File: config.mk
export PLATFORM = sky130hd
export DESIGN_NAME = spi_word_collector
export DESIGN_NICKNAME = d
export VERILOG_FILES = /design/src/rtl/spi_coll_pkg.sv /design/src/rtl/spi_sclk_div.sv /design/src/rtl/spi_bit_engine.sv /design/src/rtl/spi_rx_store.sv /design/src/rtl/spi_word_collector.sv
export SDC_FILE = /design/constraint.sdc
export NUM_CORES = 1
export LEC_CHECK = 0
export BUFFER_PORTS_ARGS = -buffer_cell sky130_fd_sc_hd__buf_2
export CORE_MARGIN = 2
export CORE_UTILIZATION = 50
export CTS_BUF_LIST = sky130_fd_sc_hd__clkbuf_4 sky130_fd_sc_hd__clkbuf_8
export DETAILED_ROUTE_END_ITERATION = 12
export PLACE_DENSITY = 0.62
export SKIP_LAST_GASP = 1
export SLEW_MARGIN = 40
export SYNTH_ARGS = -nofsm -noshare
export SYNTH_HDL_FRONTEND = slang
export SYNTH_SLANG_ARGS = --single-unit
export TNS_END_PERCENT = 10
File: constraint.sdc
create_clock -name clk -period 7.1 [get_ports clk]
set_clock_uncertainty 0.1 [all_clocks]
set_input_delay 1.42 -clock clk [delete_from_list [all_inputs] [get_ports clk]]
set_output_delay 1.42 -clock clk [all_outputs]
set_load 0.005 [all_outputs]
File: src/rtl/spi_coll_pkg.sv
package spi_coll_pkg;
  typedef enum logic {ST_IDLE = 1'b0, ST_RUN = 1'b1} run_st_t;

  // True when a counter sits on the last value of a range of the given size.
  function automatic logic at_last(input int unsigned cnt, input int unsigned size);
    return cnt == size - 1;
  endfunction

  // True for the burst slot that carries the sync marker.
  function automatic logic is_sync_slot(input int unsigned slot);
    return slot == 0;
  endfunction
endpackage

File: src/rtl/spi_sclk_div.sv
module spi_sclk_div #(
  parameter int HALF_CYC = 12
) (
  input  logic clk,
  input  logic rst_n,
  input  logic run_i,
  output logic half_tick_o
);
  localparam int CW = (HALF_CYC > 1) ? $clog2(HALF_CYC) : 1;
  logic [CW-1:0] cnt_q;

  assign half_tick_o = run_i && spi_coll_pkg::at_last(int'(cnt_q), HALF_CYC);

  always_ff @(posedge clk or negedge rst_n) begin
    if (!rst_n)           cnt_q <= '0;
    else if (!run_i)      cnt_q <= '0;
    else if (half_tick_o) cnt_q <= '0;
    else                  cnt_q <= cnt_q + 1'b1;
  end
endmodule

File: src/rtl/spi_bit_engine.sv
module spi_bit_engine #(
  parameter int WORD_W = 16,
  parameter int BURST  = 14
) (
  input  logic              clk,
  input  logic              rst_n,
  input  logic              start_i,
  input  logic              half_tick_i,
  input  logic              miso_i,
  output logic              busy_o,
  output logic              sclk_o,
  output logic              ste_n_o,
  output logic              mosi_o,
  output logic              rise_ev_o,
  output logic              fall_ev_o,
  output logic              word_done_o,
  output logic              burst_end_o,
  output logic [WORD_W-1:0] rx_word_o,
  output logic [$clog2(WORD_W)-1:0] bit_idx_o,
  output logic [$clog2(BURST)-1:0]  word_idx_o
);
  import spi_coll_pkg::*;
  localparam int BW = $clog2(WORD_W);
  localparam int WW = $clog2(BURST);
  localparam logic [WORD_W-1:0] SYNC_WORD = {1'b1, {(WORD_W-1){1'b0}}};

  run_st_t           st_q;
  logic              sclk_q, ste_n_q;
  logic [WORD_W-1:0] tx_q, rx_q;
  logic [BW-1:0]     bit_q;
  logic [WW-1:0]     word_q;
  logic              bit_last, word_last;

  function automatic logic [WORD_W-1:0] tx_word_for(input int unsigned slot);
    return is_sync_slot(slot) ? SYNC_WORD : '0;
  endfunction

  assign bit_last    = at_last(int'(bit_q), WORD_W);
  assign word_last   = at_last(int'(word_q), BURST);
  assign busy_o      = (st_q == ST_RUN);
  assign rise_ev_o   = busy_o && half_tick_i && !sclk_q;
  assign fall_ev_o   = busy_o && half_tick_i && sclk_q;
  assign word_done_o = rise_ev_o && bit_last;
  assign burst_end_o = fall_ev_o && bit_last && word_last;
  assign rx_word_o   = {rx_q[WORD_W-2:0], miso_i};
  assign sclk_o      = sclk_q;
  assign ste_n_o     = ste_n_q;
  assign mosi_o      = tx_q[WORD_W-1];
  assign bit_idx_o   = bit_q;
  assign word_idx_o  = word_q;

  always_ff @(posedge clk or negedge rst_n) begin
    if (!rst_n) begin
      st_q    <= ST_IDLE;
      sclk_q  <= 1'b0;
      ste_n_q <= 1'b1;
      tx_q    <= '0;
      rx_q    <= '0;
      bit_q   <= '0;
      word_q  <= '0;
    end else if (st_q == ST_IDLE) begin
      if (start_i) begin
        st_q    <= ST_RUN;
        ste_n_q <= 1'b0;
        sclk_q  <= 1'b0;
        tx_q    <= tx_word_for(0);
        bit_q   <= '0;
        word_q  <= '0;
      end
    end else if (half_tick_i) begin
      if (!sclk_q) begin
        sclk_q <= 1'b1;
        rx_q   <= rx_word_o;
      end else begin
        sclk_q <= 1'b0;
        if (bit_last) begin
          bit_q <= '0;
          if (word_last) begin
            st_q    <= ST_IDLE;
            ste_n_q <= 1'b1;
            tx_q    <= '0;
          end else begin
            word_q <= word_q + 1'b1;
            tx_q   <= tx_word_for(int'(word_q) + 1);
          end
        end else begin
          bit_q <= bit_q + 1'b1;
          tx_q  <= {tx_q[WORD_W-2:0], 1'b0};
        end
      end
    end
  end
endmodule

File: src/rtl/spi_rx_store.sv
module spi_rx_store #(
  parameter int WORD_W = 16,
  parameter int DEPTH  = 14
) (
  input  logic              clk,
  input  logic              rst_n,
  input  logic              clear_i,
  input  logic              wr_i,
  input  logic [WORD_W-1:0] wr_data_i,
  input  logic              rd_en_i,
  output logic [WORD_W-1:0] rd_data_o,
  output logic              ready_o
);
  import spi_coll_pkg::*;
  localparam int IW = $clog2(DEPTH);

  logic [WORD_W-1:0] mem_q [DEPTH];
  logic [IW-1:0]     wr_idx_q, rd_idx_q;
  logic              ready_q;

  assign ready_o   = ready_q;
  assign rd_data_o = mem_q[rd_idx_q];

  always_ff @(posedge clk) begin
    if (wr_i) mem_q[wr_idx_q] <= wr_data_i;
  end

  always_ff @(posedge clk or negedge rst_n) begin
    if (!rst_n) begin
      wr_idx_q <= '0;
      rd_idx_q <= '0;
      ready_q  <= 1'b0;
    end else if (clear_i) begin
      wr_idx_q <= '0;
      rd_idx_q <= '0;
      ready_q  <= 1'b0;
    end else begin
      if (wr_i) begin
        wr_idx_q <= wr_idx_q + 1'b1;
        if (at_last(int'(wr_idx_q), DEPTH)) ready_q <= 1'b1;
      end
      if (rd_en_i && ready_q) begin
        if (at_last(int'(rd_idx_q), DEPTH)) begin
          rd_idx_q <= '0;
          ready_q  <= 1'b0;
        end else begin
          rd_idx_q <= rd_idx_q + 1'b1;
        end
      end
    end
  end
endmodule

File: src/rtl/spi_word_collector.sv
module spi_word_collector #(
  parameter int WORD_W   = 16,
  parameter int BURST    = 14,
  parameter int HALF_CYC = 12
) (
  input  logic              clk,
  input  logic              rst_n,
  input  logic              start_i,
  input  logic              miso_i,
  input  logic              rd_en_i,
  output logic              sclk_o,
  output logic              ste_n_o,
  output logic              mosi_o,
  output logic [WORD_W-1:0] rd_data_o,
  output logic              ready_o,
  output logic              busy_o
);
  localparam int BW = $clog2(WORD_W);
  localparam int WW = $clog2(BURST);

  logic              half_tick, rise_ev, fall_ev, word_done, burst_end, start_ok;
  logic [WORD_W-1:0] rx_word;
  logic [BW-1:0]     bit_idx;
  logic [WW-1:0]     word_idx;

  assign start_ok = start_i && !busy_o;

  spi_sclk_div #(.HALF_CYC(HALF_CYC)) u_div (
    .clk(clk), .rst_n(rst_n), .run_i(busy_o), .half_tick_o(half_tick)
  );

  spi_bit_engine #(.WORD_W(WORD_W), .BURST(BURST)) u_eng (
    .clk(clk), .rst_n(rst_n), .start_i(start_i), .half_tick_i(half_tick),
    .miso_i(miso_i), .busy_o(busy_o), .sclk_o(sclk_o), .ste_n_o(ste_n_o),
    .mosi_o(mosi_o), .rise_ev_o(rise_ev), .fall_ev_o(fall_ev),
    .word_done_o(word_done), .burst_end_o(burst_end), .rx_word_o(rx_word),
    .bit_idx_o(bit_idx), .word_idx_o(word_idx)
  );

  spi_rx_store #(.WORD_W(WORD_W), .DEPTH(BURST)) u_store (
    .clk(clk), .rst_n(rst_n), .clear_i(start_ok), .wr_i(word_done),
    .wr_data_i(rx_word), .rd_en_i(rd_en_i), .rd_data_o(rd_data_o),
    .ready_o(ready_o)
  );
endmodule

==> results of run 1 <==
## kinds of logic after synthesis
family          Yosys count  synth area share (%)
compound gates           75                  4.78
fa+ha+maj                11                  1.29
xor+xnor                  5                 0.411
buf+inv                  42                  2.09
simple gates            116                  5.61
flops                   264                  72.5
mux                      97                  13.3
## worst reg2reg max path: cells and delay by family, from the launching register on
family | cells | cell delay [ps]
buf+inv | 1 | 330
simple gates | 4 | 1820
flops | 1 | 610
## cells in the mapped netlist, drive strengths merged, types with 10 or more instances
library cell and instances:
a31oi 13, dfrtp 39, edfxtp 224, nand3 16
inv 10, nand2 40, o211ai 18, a21oi 10
nor2 24, mux2 37, o221ai 10, mux2i 28
mux4 32, buf 19, ha 11, clkbuf 12
## where the power goes
group	total (mW)	internal (mW)	switching, mW
logic	0.226	0.103	0.123
clock network	1.28	0.705	0.571
registers	1.82	1.74	0.0779
## state kept, by name (all words and copies together), names as in the netlist
name	flops
u_store.wr_idx_q	4
u_div.cnt_q	4
u_eng.tx_q	1
u_store.rd_idx_q	4
u_store.ready_o	1
u_eng.bit_idx_o	4
u_eng.sclk_o	1
u_eng.busy_o	1
u_eng.rx_q	15
u_eng.word_idx_o	4
u_store.mem_q	224
u_eng.ste_n_o	1
## layout make-up
cell class	count	area, um2
tap	275	344
clock inverter	23	160
sequential	264	7730
multi-input combinational	304	2740
clock buffer	54	681
inverter	11	41.3
fill	1624	8980
timing repair buffer	40	265
## layout by cell type (no fill, tap or decap), types with 3 or more instances in the layout
cell type / n
a21oi_1: 10
a31oi_1: 13
and2_1: 8
and3_1: 3
buf_2: 24
buf_4: 14
clkbuf_4: 10
clkbuf_8: 44
clkinv_1: 13
clkinv_2: 6
dfrtp_1: 36
edfxtp_1: 224
ha_1: 11
inv_1: 10
mux2_2: 37
mux2i_1: 28
mux4_2: 32
nand2_1: 39
nand3_1: 16
nand3b_1: 3
nor2_1: 19
nor2_4: 4
nor3_1: 3
o211ai_1: 18
o21ai_0: 8
o221ai_1: 10
o22ai_1: 6
o31ai_1: 8
xnor2_1: 4
## layer usage
| layer | track usage (%) | up-vias | wire length, um |
|---|---|---|---|
| li1 | - | 2528 | - |
| met3 | 3.17 | 24 | 1070 |
| met2 | 33.1 | 149 | 10600 |
| met5 | 0 | - | 0 |
| met1 | 28.7 | 2893 | 9820 |
| met4 | 6.51 | 0 | 353 |
## metrics by stage
step                power [mW]  cells  worst slack, ps  util (%)  area [um2]
finish                    3.32    971             2980      57.1       12000
global route              3.45    971             2870      57.1       12000
CTS                       3.34    971             2950      57.1       12000
detailed placement        2.07    894             3530      53.1       11100
global placement          2.05    892             2850      52.8       11100
floorplan                 2.00    610             4100         -       10700
## path summary, 6_finish.rpt
check | slack (ps) | start | endpoint
setup / recovery | 2980 | u_store.rd_idx_q[0] | rd_data_o[5]
hold / removal | 360 | u_div.cnt_q[0] | u_div.cnt_q[0]
setup reg to reg | 3940 | u_eng.busy_o | u_store.mem_q[3][4]
hold reg to reg | 360 | u_div.cnt_q[0] | u_div.cnt_q[0]
max in group asynchronous | 5700 | rst_n | u_store.rd_idx_q[0]
min in group asynchronous | 770 | rst_n | u_eng.word_idx_o[1]
==> flow_summary.ini, run 1 <==
[placed_design]
place_hpwl_um = 12500
gp_congestion = 0.818
port_buffers = 25

[layout]
n_antenna_cell = 0
fin_nets = 679
synthToLayoutAreaGrowth_pct = 12.3
drive_gt1_share_pct = 27.3

[logic_synthesis]
synth_edf_count = 224
synthArstFlopShare_pct = 15.2
synth_area_leader_cell = edfxtp_1
yosysSeqAreaShare_pct = 72.5
syn_nets = 626
synth_warnings = 0
synthesis.area_mm2 = 0.0107
synth_area_leaders = edfxtp_1 63%, dfrtp_1 9.2%, mux4_2 6.8%, mux2_2 3.9%, mux2i_1 2.6%
yosys_most_used_dff = edfxtp_1
yosysTopAreaCellShare_pct = 63.1
synth_seq_cells = 264
avgSynthCellArea_um2 = 17.5
synthCells = 610
synth.distinct_cells = 46

[clocking]
cts_setup_buffers = 0
clkSinkCount = 264
holdBufCountCts = 0
cts_max_level = 2
clkLatencyLatePin_ps = 540
clk_pin_slew_worst_paths_ps = 60
cts_tree = yes
clk_path_buf_depth = 3
cts_resized = 0
root_buffer = clkbuf_8
cts_buffers = 42

[grt]
grt_usage_pct = 20.4
grt_max_degree = 64
grt_pass1_wl_um = 34000
antenna_found_initial = 0
gr-total-overflow = 0
grt_pass1_vias = 5901

[timing]
post-route-period-util_pct = 58.0
max_slew_margin_pct = 44.1
fin_crit_ps = 4120
rsz0062_at_grt = false
max_freq_mhz = 243
hold_viol = 0
whs_ps = 363
drv_slew = 0
timing.setup.tns_ps = 0
worst_pin_slew_ps = 839
setup_viol = 0

[run_status]
status = complete, no violations

[critical_path]
slowest_delay_ps = 520
cp_max_fo = 32
worst_setup_path_start_kind = flip-flop
required_ps = 5580
cp_slowest_cell = mux4_2
crit_type = reg -> out
cp_num_cells = 6
cp.arrival_ps = 2600
path_delay_family = buffers and inverters
worst-path-buf-inv = 3
critPathCaptureType = output port
cp_cell_sequence = buf_12 > buf_12 > mux4_2 > o211ai_1 > nand2_1 > buf_2
crit_top_cell = buf_12
r2r_cells = 5

[route]
wl_um = 21900
ant_nets = 0
vias_per_cell = 5.76
vias = 5594
drt_iter0_drc = 403
drc = 0
firstDrtPassIters = 5
post_drt_wl_per_cell_um = 22.5

[floorplanning]
num_rows = 53
die_area_mm2 = 0.0225
io_pins = 26
fp.dieH_um = 150
coreArea_mm2 = 0.0210
start_util_pct = 50.9
die_width_um = 150

[flow_run]
cap_viol_max_count = 0

[hold_path]
timing.hold.worst_path_depth = 1
hp-class = reg -> reg

[pwr]
p_per_area_mw_per_mm2 = 277
total_leakage_power_nw = 3.53
vdd_drop_max_uv = 175
Note: power is estimated with default switching activity, not from simulation.
==> run 2, diff against run 1 <==
==> constraint.sdc (replaced) <==
create_clock -name clk -period 4.1 [get_ports clk]
set_clock_uncertainty 0.1 [all_clocks]
set_input_delay 0.82 -clock clk [delete_from_list [all_inputs] [get_ports clk]]
set_output_delay 0.82 -clock clk [all_outputs]
set_load 0.005 [all_outputs]
==> run 2 against run 1 <==
Effect of this change: worst setup slack got worse by 2600 ps; core utilization about the same; sequential power increased by 73%; non-clock buffer count increased by 5; routed wire length increased by 1.5%; sequential share of layout area about the same; combinational power increased by 66%; first-iteration DRC count increased by 5.0%; flip-flop and latch count unchanged; critical path depth decreased by 1; cell area about the same; largest cell class unchanged.
==> flow_summary.ini, run 2 (same netlist as run 1, synthesis figures left out) <==
[critical_path]
cp.arrival_ps = 2750
worst_setup_path_start_kind = flip-flop
timing.rr.start = u_eng.busy_o
crit_type = reg -> out
required_ps = 3180
crit_start = u_store.rd_idx_q[0]
cp_max_fo = 38
r2r_cells = 5
critPathCaptureType = output port

[clocking]
root_buffer = clkbuf_8
clkSinkCount = 264
cts_setup_buffers = 0
clk_path_buf_depth = 3
holdBufCountCts = 0
cts_resized = 0
cts_max_level = 2
clk_pin_slew_worst_paths_ps = 60
cts_buffers = 43
cts_tree = yes
clkLatencyLatePin_ps = 530

[route]
post_drt_wl_per_cell_um = 22.7
firstDrtPassIters = 4
vias = 5664
vias_per_cell = 5.80
drc = 0
ant_nets = 0
wl_um = 22200
drt_iter0_drc = 423

[timing]
rsz0062_at_grt = false
timing.setup.tns_ps = 0
fin_ws_ps = 431
worst_pin_slew_ps = 671
whs_ps = 180
max_slew_margin_pct = 55.3
post-route-period-util_pct = 89.5
drv_slew = 0
setup_viol = 0
max_freq_mhz = 273
fin_crit_ps = 3670
hold_viol = 0

[floorplanning]
coreArea_mm2 = 0.0210
die_width_um = 150
fp.dieH_um = 150
io_pins = 26
num_rows = 53
die_area_mm2 = 0.0225
start_util_pct = 50.9

[pwr]
comb_power_share_pct = 6.6
pwr-share-clk_pct = 38.3
vdd_drop_max_uv = 253
seqPwrFrac_pct = 55.1
p_sw_share_pct = 22.9
intPower_mw = 4.41
total_leakage_power_nw = 3.56
p_per_area_mw_per_mm2 = 477
power_switching_mw = 1.31

[layout]
n_antenna_cell = 0
largestRegisters = u_store.mem_q (224), u_eng.rx_q (15)
synthToLayoutAreaGrowth_pct = 12.4
fill_cells = 1670
drive_gt1_share_pct = 28.6
stdcell_area_mm2 = 0.0120
mostFrequentLayoutCells = 224 x edfxtp_1, 44 x clkbuf_8, 39 x nand2_1
top_register = u_store.mem_q
largest_register_ffs = 224
final_util_pct = 57.2
final_common_cell = edfxtp_1
fin_nets = 685

[placed_design]
placed_area_mm2 = 0.0111
place_ws_ps = 968
port_buffers = 25
place_hpwl_um = 12700
gp_congestion = 0.759

[grt]
gr-total-overflow = 0
grt_pass1_vias = 5884
antenna_found_initial = 0
grt_max_degree = 47
grt_usage_pct = 20.5
grt_pass1_wl_um = 34000

[run_status]
status = complete, no violations

[flow_run]
cap_viol_max_count = 0

[hold_path]
hp-class = in -> async
==> run 2: cell type report <==
class / instances / area [um2] / share of cell area [%]
Sequential cell: 264 / 7730 / 64.6
Multi-Input combinational cell: 304 / 2730 / 22.8
Clock buffer: 69 / 793 / 6.62
Tap cell: 275 / 344 / 2.87
Timing Repair Buffer: 45 / 290 / 2.42
Clock inverter: 9 / 48.8 / 0.407
Inverter: 11 / 41.3 / 0.345
==> run 2: path summary, 6_finish.rpt <==
path	slack, ps	end
setup / recovery	430	rd_data_o[3]
hold / removal	180	u_eng.word_idx_o[2]
setup reg to reg	1150	u_store.mem_q[11][4]
hold reg to reg	360	u_div.cnt_q[0]
max in group asynchronous	3290	u_store.rd_idx_q[0]
min in group clk	360	u_div.cnt_q[0]
==> run 2: critical path, stage by stage, from the launching register on <==
cell,delay (ps)
dfrtp_4,800
buf_12,340
mux4_2,550
o211ai_1,190
o31ai_1,110
buf_2,140
==> run 2: power groups by stage <==
stage               Combinational [mW]  Sequential [mW]  Clock [mW]
global route                     0.425             3.17        2.36
detailed placement               0.383             3.21           0
CTS                              0.385             3.15        2.25
finish                           0.376             3.15        2.19
global placement                 0.361             3.20           0
floorplan                        0.315             3.15           0
==> run 2: layer usage <==
metal,vias to the layer above,GRT usage [%],share of wire (%)
met1,2962,28.9,44
met5,-,0,0
met2,134,33.6,50
li1,2542,-,-
met4,0,5.14,1.3
met3,26,3.54,4.5
==> run 2: metrics by stage <==
| stage | instances | total power [mW] |
|---|---|---|
| floorplan | 610 | 3.46 |
| global placement | 899 | 3.56 |
| detailed placement | 899 | 3.59 |
| CTS | 977 | 5.78 |
| global route | 977 | 5.96 |
| finish | 977 | 5.72 |
==> run 3, diff against run 2 <==
==> constraint.sdc (replaced) <==
create_clock -name clk -period 4.7 [get_ports clk]
set_clock_uncertainty 0.1 [all_clocks]
set_input_delay 0.94 -clock clk [delete_from_list [all_inputs] [get_ports clk]]
set_output_delay 0.94 -clock clk [all_outputs]
set_load 0.005 [all_outputs]
==> run 3 against run 2 <==
Effect of this change: non-clock buffer count shrank 5; via count down 0.55%; worst setup slack improved by 460 ps; register-to-register slack improved by 510 ps; sequential share of layout area is 0.071 points higher; worst hold slack improved by 110 ps; critical endpoint is now rd_data_o[1].
==> flow_summary.ini, run 3 (same netlist as run 1, synthesis figures left out) <==
[floorplanning]
fp.dieH_um = 150
die_width_um = 150
io_pins = 26
num_rows = 53
start_util_pct = 50.9
die_area_mm2 = 0.0225
coreArea_mm2 = 0.0210

[route]
ant_nets = 0
wl_um = 22200
post_drt_wl_per_cell_um = 22.9
dr_wl_met2_um = 11400
drc = 0
vias_per_cell = 5.80
firstDrtPassIters = 5
top_layer = met4
vias = 5633
m1WireLength_um = 9530
drt_iter0_drc = 396
wl_met3_um = 1030

[critical_path]
slowest_delay_ps = 880
cp_slowest_cell = dfrtp_4
crit_type = reg -> out
cp_max_fo = 41
critPathCaptureType = output port
cp_cell_sequence = buf_12 > mux4_2 > o221ai_1 > nand2_1 > buf_2
worst_setup_path_start_kind = flip-flop
required_ps = 3660
cp.arrival_ps = 2770

[clocking]
cts_resized = 0
holdBufCountCts = 0
cts_setup_buffers = 0
clkLatencyLatePin_ps = 530
clkSinkCount = 264
cts_max_level = 2
cts_buffers = 42
cts_tree = yes
clk_path_buf_depth = 3
clk_pin_slew_worst_paths_ps = 60
root_buffer = clkbuf_8

[placed_design]
place_hpwl_um = 12500
port_buffers = 25
placed_area_mm2 = 0.0111
gp_congestion = 0.788

[timing]
setup_viol = 0
drv_slew = 0
max_slew_margin_pct = 50.7
rsz0062_at_grt = false
timing.setup.tns_ps = 0
hold_viol = 0
fin_crit_ps = 3810
post-route-period-util_pct = 81.0
max_freq_mhz = 263
worst_pin_slew_ps = 739

[grt]
grt_usage_pct = 20.6
gr-total-overflow = 0
grt_pass1_wl_um = 33900
antenna_found_initial = 0
grt_pass1_vias = 5820
grt_max_degree = 53

[layout]
largest_register_ffs = 224
synthToLayoutAreaGrowth_pct = 12.3
stdcell_area_mm2 = 0.0120
largestRegisters = u_store.mem_q (224), u_eng.rx_q (15)
fill_cells = 1658
fin_nets = 679
top_register = u_store.mem_q
mostFrequentLayoutCells = 224 x edfxtp_1, 49 x clkbuf_8, 39 x nand2_1
drive_gt1_share_pct = 28.6
final_common_cell = edfxtp_1
n_antenna_cell = 0

[run_status]
status = complete, no violations

[pwr]
vdd_drop_max_uv = 213
total_leakage_power_nw = 3.54
p_per_area_mw_per_mm2 = 420

[flow_run]
cap_viol_max_count = 0

[hold_path]
hp-class = in -> async
==> run 3: cell types whose count changed in the layout (fill, tap and decap cells not counted), sizes merged <==
cell	previous run	this run
clkbuf	69	66
buf	45	40
clkinv	8	11
inv	11	10
==> run 3: layer usage <==
metal | track usage [%] | vias to the layer above
met5 | 0 | -
li1 | - | 2542
met1 | 28.1 | 2922
met4 | 5.24 | 0
met3 | 3.51 | 32
met2 | 34.7 | 137
==> run 3: area by class of cell <==
type	instances	area, um2	share of cell area (%)
Sequential cell	264	7740	64.6
Multi-Input combinational cell	304	2740	22.9
Clock buffer	66	802	6.70
Tap cell	275	344	2.88
Timing Repair Buffer	40	253	2.11
Clock inverter	11	52.6	0.439
Inverter	11	41.3	0.345
==> run 3: final timing paths <==
path / start / to / slack [ps] / cells past startpoint
setup / recovery: u_store.rd_idx_q[0] / rd_data_o[1] / 890 / 5
hold / removal: rst_n / u_eng.word_idx_o[2] / 290 / 1
setup reg to reg: u_eng.busy_o / u_store.mem_q[9][10] / 1660 / 5
hold reg to reg: u_div.cnt_q[0] / u_div.cnt_q[0] / 390 / 1
max in group asynchronous: rst_n / u_store.rd_idx_q[0] / 3790 / 1
min in group clk: u_div.cnt_q[0] / u_div.cnt_q[0] / 390 / 1
==> run 3: stage by stage <==
| step | power (mW) | std cells | setup WS (ps) | hold WS, ps | utilization (%) |
|---|---|---|---|---|---|
| 2_1_floorplan | 3.02 | 610 | 2180 | 327 | - |
| 3_3_place_gp | 3.10 | 894 | 1390 | 341 | 52.9 |
| 3_5_place_dp | 3.13 | 894 | 1380 | 376 | 53.0 |
| 4_1_cts | 5.07 | 971 | 812 | 291 | 57.1 |
| 5_1_grt | 5.22 | 971 | 691 | 313 | 57.1 |
| 6_report | 5.03 | 971 | 893 | 293 | 57.1 |
==> run 3: where the power goes <==
part | leakage, nW | switching, mW | internal [mW]
Clock | 0.460 | 0.855 | 1.09
Combinational | 0.924 | 0.174 | 0.152
Sequential | 2.16 | 0.133 | 2.63
Total | 3.54 | 1.16 | 3.86
==> run 3: worst max-delay path, delay by kind of cell, from the launching register on <==
| family | cells | cell delay [ps] |
|---|---|---|
| compound gates | 1 | 220 |
| buf+inv | 2 | 470 |
| flops | 1 | 880 |
| mux | 1 | 530 |
| simple gates | 1 | 90 |
